`config.mk`:
```
export PLATFORM = sky130hd
export DESIGN_NAME = pdexit_seq
export DESIGN_NICKNAME = d
export VERILOG_FILES = /design/src/rtl/pdexit_seq.sv
export SDC_FILE = /design/constraint.sdc
export NUM_CORES = 1
export LEC_CHECK = 0
export ABC_AREA = 1
export BUFFER_PORTS_ARGS = -buffer_cell sky130_fd_sc_hd__buf_2
export CAP_MARGIN = 30
export CORE_UTILIZATION = 52
export DETAILED_ROUTE_END_ITERATION = 10
export PLACE_DENSITY = 0.75
export REMOVE_ABC_BUFFERS = 1
export SETUP_SLACK_MARGIN = 0.15
export SLEW_MARGIN = 25
export SYNTH_ARGS = -nofsm -noshare
export SYNTH_HDL_FRONTEND = slang
export SYNTH_SLANG_ARGS = --single-unit
```
`constraint.sdc`:
```
create_clock -name clk -period 1.85 [get_ports clk]
set_clock_uncertainty 0.2 [all_clocks]
set_input_delay 0.0925 -clock clk [delete_from_list [all_inputs] [get_ports clk]]
set_output_delay 0.0925 -clock clk [all_outputs]
set_load 0.05 [all_outputs]
```
`src/rtl/pdexit_seq.sv`:
```
module pdexit_seq #(
  parameter int N_GRP  = 4,
  parameter int BUDGET = 20
) (
  input  logic               clk,
  input  logic               rst_n,
  input  logic               pd_req,
  input  logic               pll_lock,
  input  logic               ref_tick,
  input  logic               sel96,
  output logic [2*N_GRP-1:0] grp_state,
  output logic [1:0]         sel_state,
  output logic               timeout
);
  localparam int RW = $clog2(N_GRP + 1);
  localparam int TW = $clog2(BUDGET + 1);

  typedef enum logic [1:0] {PH_OFF, PH_WAIT, PH_RUN} phase_t;

  phase_t        phase;
  logic [1:0]    sync;
  logic [RW-1:0] run_cnt;
  logic [TW-1:0] tick_cnt;
  logic          lock_s, all_run, counting, quiet;

  assign lock_s   = sync[1];
  assign all_run  = (run_cnt == RW'(N_GRP));
  assign counting = !pd_req && (phase != PH_OFF) && !all_run && ref_tick;
  assign quiet    = pd_req || (phase == PH_OFF);

  always_ff @(posedge clk) begin
    if (!rst_n) sync <= 2'b00;
    else        sync <= {sync[0], pll_lock};
  end

  always_ff @(posedge clk) begin
    if (!rst_n || pd_req) begin
      phase    <= PH_OFF;
      run_cnt  <= '0;
      tick_cnt <= '0;
      timeout  <= 1'b0;
    end else begin
      case (phase)
        PH_OFF:  phase <= PH_WAIT;
        PH_WAIT: if (lock_s) begin
                   phase   <= PH_RUN;
                   run_cnt <= RW'(1);
                 end
        default: if (!all_run) run_cnt <= run_cnt + RW'(1);
      endcase
      if (counting) begin
        if (tick_cnt != TW'(BUDGET)) tick_cnt <= tick_cnt + TW'(1);
        if (tick_cnt >= TW'(BUDGET - 1)) timeout <= 1'b1;
      end
    end
  end

  for (genvar i = 0; i < N_GRP; i++) begin : g_grp
    assign grp_state[2*i +: 2] = quiet ? 2'b00 :
                                 ((phase == PH_RUN) && (run_cnt > RW'(i))) ? 2'b10 : 2'b01;

    a_r10_legal_code: assert property (@(posedge clk) disable iff (!rst_n)
      grp_state[2*i +: 2] != 2'b11);

    if (i > 0) begin : g_ord
      a_r6_in_order: assert property (@(posedge clk) disable iff (!rst_n)
        (grp_state[2*i +: 2] == 2'b10) |-> (grp_state[2*i-2 +: 2] == 2'b10));
    end
  end

  assign sel_state = sel96 ? grp_state[1:0] : grp_state[3:2];

  a_r3_drive_after_release: assert property (@(posedge clk) disable iff (!rst_n)
    ($past(rst_n) && $past(!pd_req) && !pd_req) |-> (grp_state[1:0] != 2'b00));

  a_r4_lock_synced: assert property (@(posedge clk) disable iff (!rst_n)
    $rose(grp_state[1:0] == 2'b10) |-> $past(pll_lock, 3));

  a_r7_hold_running: assert property (@(posedge clk) disable iff (!rst_n)
    (all_run && phase == PH_RUN && !pd_req) |=> (grp_state[2*N_GRP-1 -: 2] == 2'b10 || pd_req));

  a_r8_timeout_sticky: assert property (@(posedge clk) disable iff (!rst_n)
    (timeout && !pd_req) |=> timeout);

  a_r1_timeout_cleared: assert property (@(posedge clk) disable iff (!rst_n)
    pd_req |=> !timeout);
endmodule

```
== Word level (Yosys, flattened, before mapping) ==
Cells that the tools add are included.
W data, S select, Z words.

* Add/subtract/negate cells: 2
* $mul: 0
* Divide/modulo/power cells: 0
* Magnitude comparators: 5
* Equal/unequal tests: 6
* Shift operators: 0
* Multiplexer cells: 14
* Bitwise operators: 1
* Reductions and logical operators: 19

{| class="wikitable"
|+ Operators by type and width
! cell !! count
|-
| $mux W2 || 10
|-
| $logic_and A1 B1 Y1 || 7
|-
| $gt A3 B1 Y1 const B || 2
|-
| $gt A3 B2 Y1 const B || 2
|-
| $mux W3 || 2
|-
| $pmux W3 S2 || 1
|-
| $reduce_and A2 Y1 || 3
|-
| $add A5 B1 Y5 const B || 1
|-
| $ge A5 B5 Y1 const B || 1
|-
| $ne A5 B5 Y1 const B || 1
|-
| $pmux W2 S2 || 1
|-
| $reduce_bool A2 Y1 || 2
|-
| $add A3 B1 Y3 const B || 1
|-
| $eq A3 B3 Y1 const B || 1
|-
| $logic_not A1 Y1 || 3
|-
| $reduce_and A3 Y1 || 1
|-
| $eq A2 B1 Y1 const B || 1
|-
| $eq A2 B2 Y1 const B || 1
|-
| $logic_not A2 Y1 || 1
|-
| $logic_or A1 B1 Y1 || 2
|-
| $ne A2 B1 Y1 const B || 1
|-
| $ne A2 B2 Y1 const B || 1
|-
| $not A1 Y1 || 1
|}

* Register bits after elaboration: 13
* Latch bits: 0
* Memory bits (writable): 0
* ROM bits: 0
* Output and inout port bits: 11
* Memories: 0

== Longest topological paths before layout ==
Gate-level depths: netlist (run 1).

* Word-level depth: 5
* Gate-level depth with buffers: 8

== Worst setup path before layout (run 1) ==
OpenSTA, ideal clock, no wires.

* Path type: register to output
* Start point: register run_cnt[1]
* End point: output port grp_state[7]
* Data arrival time: 2.262 ns
* Required time: 1.558 ns
* Slack: -0.704 ns
* Stages on the path, launching flop included: 4
* Path through: dfxtp_1 -> ha_1 -> ha_1 -> nor4_1

* Cells in the longest elaborated chain, start to end: 4

{| class="wikitable"
|+ RTL lines
! what !! RTL line !! source
|-
| start: declaration || 22 || <nowiki>logic [RW-1:0] run_cnt;</nowiki>
|-
| start signal: assignment || 49 || <nowiki>default: if (!all_run) run_cnt <= run_cnt + RW'(1);</nowiki>
|-
| $gt A3 B2 Y1 || 60 || <nowiki>((phase == PH_RUN) && (run_cnt > RW'(i))) ? 2'b10 : 2'b01;</nowiki>
|-
| $logic_and A1 B1 Y1 || 60 ||
|-
| $mux W2 || 60 ||
|-
| $mux W2 || 59 || <nowiki>assign grp_state[2*i +: 2] = quiet ? 2'b00 :</nowiki>
|-
| end: declaration || 11 || <nowiki>output logic [2*N_GRP-1:0] grp_state,</nowiki>
|}

Every way passes these cells.

== Worst setup path in the final report (run 1) ==
* Start point: register run_cnt[1]
* End point: output port sel_state[1]

* Cells in the longest elaborated chain, start to end: 5
* Elaborated cells between the ends (all ways): 9
* Classes of those cells: order compare: 2; mux: 5; reduce/logical: 2

{| class="wikitable"
|+ RTL lines
! what !! RTL line !! source
|-
| $gt A3 B1 Y1 || 60 ||
|-
| $logic_and A1 B1 Y1 || 60 ||
|-
| $mux W2 || 60 ||
|-
| $mux W2 || 59 ||
|-
| $mux W2 (*) || 71 || <nowiki>assign sel_state = sel96 ? grp_state[1:0] : grp_state[3:2];</nowiki>
|-
| end: declaration || 12 || <nowiki>output logic [1:0] sel_state,</nowiki>
|}

Every way passes the cells marked *; elsewhere a longest branch is shown, timed or not.

==> summary.md, run 1 <==
| Metric | Value |
|---|---|
| DRT met1 WL | `940 um` |
| Logic gate share of total power | `14.4%` |
| Hold Violations, Final | `0` |
| Final setup fails | `0` |
| Placer Congestion | `0.854` |
| CTS Root Cell | `clkbuf_4` |
| CP Max Fanout | `6` |
| Met2 routed WL | `1070 um` |
| Initial Util | `55.6%` |
| WS Path Type | `reg -> out` |
| Vias post-DR | `910` |
| Largest net degree at the start of global routing | `10` |
| Synth area leader | `dfxtp_1` |
| Reg area | `277 um2` |
| DP HPWL | `1280 um` |
| H-Tree Level Count | `1` |
| Top cell type's share of synthesized area | `31.4%` |
| Mapped cell area | `828 um2` |
| Vias in the first global route | `838` |
| Post-synthesis compound-gate area fraction | `14.4%` |
| Initial antenna violation count | `0` |
| CTS Buf Count | `3` |
| Total GRT Usage | `24.3%` |
| Ys Warns | `0` |
| RSZ-0062 raised after global routing | `yes` |
| Routed wire length | `2130 um` |
| Synth Register Bits | `13` |
| Switching share of power | `27.6%` |
| Largest family of logic cells by synthesized area | `simple AND/OR/NAND/NOR gates` |
| Final Cycle Share | `95.2%` |
| Area of the multi-input gates | `568 um2` |
| Clk buf depth | `2` |
| Pwr per Cell Area | `464 nW/um2` |
| CP required | `1.56 ns` |
| WL met3 | `87 um` |
| Worst path top cell family by delay | `flip-flops` |
| Leading cell type in the layout, fill and taps excluded | `nand2_1` |
| # DRC | `0` |
| Leakage | `0.512 nW` |
| Layout cells sized above 1 | `36.1%` |
| Final antenna-violating net count | `0` |
| Min cycle time layout | `1.76 ns` |
| Total grt overflow | `0` |
| Register clock-pin slew on the reported worst setup and hold paths | `0.08 ns` |
| VDD IR max | `542 uV` |
| Slowest-stage cell, CP | `dfxtp_4` |
| Synth area leaders | `dfxtp_1 31%, nand2_1 12%, ha_1 11%` |
| Status | `completed` |
| Chip height | `41.9 um` |
| Layout overhead on the synthesized area | `40.2%` |
| Synth Area in Simple Gates | `31.3%` |
| CP peak stage delay | `0.41 ns` |
| Clock power frac | `32.6%` |
| # rows | `14` |
| Switch Pwr | `0.149 mW` |
| Post-Synth XOR/XNOR Area | `1.06%` |
| CP arrival | `1.47 ns` |
| Worst hold slack | `0.0616 ns` |
| Post-synthesis adder-cell area fraction | `10.6%` |
| Fill cell count | `104` |
| IO buf count | `16` |
| Die width | `41.9 um` |
| Crit-path cells | `inv_4 > ha_4 > a21oi_2 > nand2_1 > o21ai_2 > buf_6` |
| Post-Syn Instances | `122` |
| Placed Cells | `153` |
| HP Class | `in -> reg` |
| Antenna Cells | `0` |
| Seq pwr share | `52.9%` |
| Die footprint | `1760 um2` |
| Relative slew margins | `79.3%` |
| Final Net Count | `161` |
| Crit path buf inv count | `2` |
| Int Power | `0.390 mW` |
| Non-filler cells in the finished layout | `163` |
| WL/cell | `13.1 um` |
| Syn Area/Cell | `6.79 um2` |
| Top routing layer in use | `met4` |
| Fmax | `568 MHz` |
| Ports | `17` |
| Drt initial violations | `26` |
| Mux cell area share after synthesis | `0%` |
| Maxcap violations | `0` |
| Final Max Slew Viols | `0` |
| Number of library cell types mapped by synthesis | `19` |
| CTS sink count | `13` |
| Most frequent cells in the layout | `26 x nand2_1, 17 x inv_1, 15 x a21oi_1` |
| CTS tree | `built` |
| Via/cell ratio | `5.58` |
| Post-synthesis sequential area ratio | `31.4%` |
| Worst-margin pin slew | `0.310 ns` |
| Worst-Skew Late Latency | `0.27 ns` |
| Global-route wire length before repair | `3310 um` |
| Setup crit start kind | `flop` |
| Core area | `1490 um2` |
| DRT Pass-1 Iters | `4` |
| Critical path endpoint category | `primary output` |
==> cell type report <==
class | count | area share (%)
Inverter | 22 | 7.97
Tap cell | 16 | 1.72
Multi-Input combinational cell | 86 | 48.9
Clock buffer | 4 | 2.26
Timing Repair Buffer | 22 | 15.3
Sequential cell | 13 | 23.8
==> synthesized netlist by cell type <==
cell,number
a21oi_1,17
buf_6,1
dfxtp_1,13
ha_1,7
inv_1,20
inv_2,2
nand2_1,27
nand2_2,2
nand3_1,9
nand3_2,3
nand4_1,2
nor2_1,9
nor2_2,1
nor2_4,1
nor4_1,1
o21ai_0,4
o21ai_1,1
o21ai_2,1
xor2_1,1
==> final timing paths <==
check                                 from      endpoint  slack, ns  cells after the start
worst max-delay path            run_cnt[1]  sel_state[1]       0.09                      6
worst min-delay path              ref_tick   tick_cnt[0]       0.06                      5
worst max register to register  run_cnt[1]   tick_cnt[2]       0.20                      8
worst min register to register     sync[0]       sync[1]       0.23                      2
==> worst register-to-register path, delay by kind of cell (launching register included) <==
kind / cells / cell delay [ns]
flip-flops: 1 / 0.41
AND/OR/NAND/NOR: 4 / 0.48
buffers and inverters: 2 / 0.18
AO/OA/AOI/OAI: 1 / 0.15
adder cells (fa/ha/maj): 1 / 0.16
==> sequential cells by signal, indices dropped and copies added (netlist names) <==
name      flops
phase         2
run_cnt       3
sync          2
tick_cnt      5
timeout       1
==> timing repair <==
item	4_1_cts	5_1_grt
pin swaps	5	6
gates resized for setup	29	27
hold endpoints to repair	2	0
setup endpoints to repair	10	10
hold buffers	3	0
buffers inserted	0	3
==> routing by layer <==
layer | vias up | track usage [%]
met5 | - | 0
met4 | 0 | 11.0
met3 | 6 | 4.78
met2 | 28 | 40.0
met1 | 432 | 30.5
li1 | 444 | -
==> through the flow <==
stage	power, mW	area [um2]	setup slack [ns]	TNS [ns]	utilization (%)
2_1_floorplan	0.336	817	-0.704	-1.62	-
3_3_place_gp	0.354	917	0.197	0	61.6
3_5_place_dp	0.355	917	0.149	0	61.6
4_1_cts	0.536	1050	0.109	0	70.5
5_1_grt	0.561	1160	-0.00257	-0.00257	78.0
6_report	0.538	1160	0.0887	0	78.0
==> cells by family after synthesis <==
family,after synthesis
buffers and inverters,23
and+or+nand+nor,55
AOI/OAI and AO/OA,23
xor gates and xnor gates,1
adders and majority gates,7
DFF,13
==> power groups by stage <==
stage	Combinational, mW	Clock [mW]	Sequential (mW)
finish	0.0777	0.176	0.285
floorplan	0.0427	0	0.294
CTS	0.0681	0.181	0.287
detailed placement	0.0600	0	0.295
global placement	0.0592	0	0.294
global route	0.0842	0.191	0.286
Note: power is estimated with default switching activity, not from simulation.
==> inputs of run 2 (changes only) <==
ABC_AREA = default   (was 1)
==> summary.md, run 2 <==
| Metric | Value |
|---|---|
| Placed Area | `980 um2` |
| Number of library cell types mapped by synthesis | `34` |
| RSZ-0062 raised after global routing | `yes` |
| Synth top cells by count | `13 x dfxtp_1, 10 x a21oi_1, 7 x ha_1` |
| Placed Cells | `136` |
| Chip height | `42.1 um` |
| Final setup fails | `6` |
| Hold Violations, Final | `0` |
| Most frequent cells in the layout | `14 x buf_4, 11 x buf_6, 8 x dfxtp_1` |
| Drt initial violations | `55` |
| Setup TNS | `-0.294 ns` |
| Clock power frac | `32.3%` |
| Ys Warns | `0` |
| Initial antenna violation count | `0` |
| Die width | `42.1 um` |
| Top reg by flops | `tick_cnt` |
| Core area | `1510 um2` |
| H-Tree Level Count | `1` |
| CP required | `1.56 ns` |
| Post-Syn Instances | `98` |
| CTS Buf Count | `3` |
| Largest registers | `tick_cnt (5), run_cnt (3)` |
| Finished Core Util | `91.9%` |
| Critical path endpoint category | `primary output` |
| Maxcap violations | `0` |
| Relative slew margins | `71.7%` |
| Initial Util | `55.4%` |
| DRT Pass-1 Iters | `4` |
| Vias post-DR | `1002` |
| Fmax | `519 MHz` |
| Min cycle time layout | `1.93 ns` |
| Layout overhead on the synthesized area | `66.0%` |
| Non-Filler Cell Area, Final | `1390 um2` |
| Vias in the first global route | `921` |
| Failing checks | `negative setup slack` |
| Pwr per Cell Area | `405 nW/um2` |
| VDD IR max | `409 uV` |
| Antenna Cells | `0` |
| Top-count cell post-synth | `dfxtp_1` |
| Non-filler cells in the finished layout | `150` |
| Int Power | `0.401 mW` |
| CTS Root Cell | `clkbuf_4` |
| Synth area leaders | `dfxtp_1 31%, ha_1 10%, a21oi_1 6.0%` |
| Ports | `17` |
| HP Class | `in -> reg` |
| Post-synthesis sequential area ratio | `31.2%` |
| WL/cell | `22.6 um` |
| DP HPWL | `1520 um` |
| Mapped cell area | `835 um2` |
| Die footprint | `1770 um2` |
| CTS sink count | `13` |
| WS Path Type | `reg -> out` |
| Status | `finished, violations left` |
| Via/cell ratio | `6.68` |
| Final Cycle Share | `104%` |
| Post-synth EDFFs | `0` |
| Switching share of power | `28.5%` |
| Syn Area/Cell | `8.52 um2` |
| Routed wire length | `3400 um` |
| Final Max Slew Viols | `0` |
| Layout cells sized above 1 | `55.2%` |
| Synth Register Bits | `13` |
| Leakage | `0.507 nW` |
| Global-route wire length before repair | `4100 um` |
| Largest register FFs | `5` |
| Ys flop type | `dfxtp_1` |
| CP arrival | `1.63 ns` |
| Leading cell type in the layout, fill and taps excluded | `buf_4` |
| CTS tree | `built` |
| IO buf count | `16` |
| Total GRT Usage | `31.5%` |
| # rows | `14` |
| Clk buf depth | `2` |
| CP Max Fanout | `3` |
| # DRC | `0` |
| Register clock-pin slew on the reported worst setup and hold paths | `0.08 ns` |
| Seq pwr share | `51.0%` |
| Largest net degree at the start of global routing | `10` |
| Logic gate share of total power | `16.7%` |
| Setup crit start kind | `flop` |
| Async set-reset flop share out of synthesis | `0%` |
| Final Net Count | `148` |
| Synth area leader | `dfxtp_1` |
| Final setup margin | `-0.0752 ns` |
| Worst-margin pin slew | `0.424 ns` |
| Switch Pwr | `0.160 mW` |
| Top cell type's share of synthesized area | `31.2%` |
| Worst-Skew Late Latency | `0.29 ns` |
| Total grt overflow | `0` |
| Final antenna-violating net count | `0` |
| Placer Congestion | `0.789` |
## run 2: changes by cell type after synthesis, sizes merged, moves of 3 or more
cell,delta
nand2,-23
nand2b,+6
nor2b,+3
o21ai,-4
a21oi,-7
o31ai,+3
and2,+3
nor3,+3
nand3,-9
nor2,-5
inv,-17
## run 2: path summary, 6_finish.rpt
check	startpoint	to	slack, ns	depth (start not counted)
setup / recovery	run_cnt[1]	sel_state[0]	-0.08	6
hold / removal	pd_req	tick_cnt[3]	0.15	4
setup reg to reg	tick_cnt[0]	tick_cnt[4]	0.12	5
hold reg to reg	sync[0]	sync[1]	0.27	1
## run 2: cell type report
cell class                      instances  area (um2)
Multi-Input combinational cell         77         744
Timing Repair Buffer                   35         304
Sequential cell                        13         272
Fill cell                              65         121
Clock buffer                            4        26.3
Tap cell                               16        20.0
Inverter                                5        18.8
## run 2: worst max-delay path, stage by stage (launching register included)
cell and delay, ns:
dfxtp_2 0.35, inv_2 0.06, ha_4 0.16, o21bai_4 0.17
a211o_1 0.29, and3_4 0.18, buf_6 0.14
## run 2: cells by family after synthesis
kind of cell | after synthesis | synth area share (%)
AOI/OAI and AO/OA | 27 | 23.5
DFF | 13 | 31.2
and+or+nand+nor | 40 | 26.4
xor gates and xnor gates | 1 | 1.05
adders and majority gates | 7 | 10.5
buffers and inverters | 8 | 4.95
muxes | 2 | 2.40
## run 2: what timing repair did
action | CTS | global route
hold buffers | 3 | 0
endpoints found under the setup margin | 15 | 15
resized for setup | 36 | 37
pin swaps | 8 | 11
buffers inserted | 2 | 5
hold endpoints to repair | 2 | 0
## run 2: power groups by stage
stage / combinational [mW] / clock, mW / sequential [mW]
after global routing: 0.0969 / 0.192 / 0.287
after CTS: 0.0776 / 0.189 / 0.287
after global placement: 0.0631 / 0 / 0.294
final: 0.0938 / 0.181 / 0.286
after floorplan: 0.0411 / 0 / 0.294
after detailed placement: 0.0646 / 0 / 0.294
## run 2: metrics by stage
stage	worst slack, ns	power (mW)	hold slack, ns
final	-0.0752	0.562	0.148
after global routing	-0.0995	0.575	0.183
after CTS	-0.0428	0.553	0.0614
after detailed placement	-0.0490	0.359	0.106
after global placement	0.0648	0.357	0.104
after floorplan	-0.733	0.335	0.0142
## run 2: per-layer routing
| layer | vias up | wire length [um] | global-route usage [%] |
|---|---|---|---|
| met4 | 0 | 261 | 25.0 |
| met3 | 28 | 260 | 5.17 |
| li1 | 426 | - | - |
| met2 | 78 | 1540 | 52.5 |
| met5 | - | 0 | 0 |
| met1 | 470 | 1330 | 35.2 |
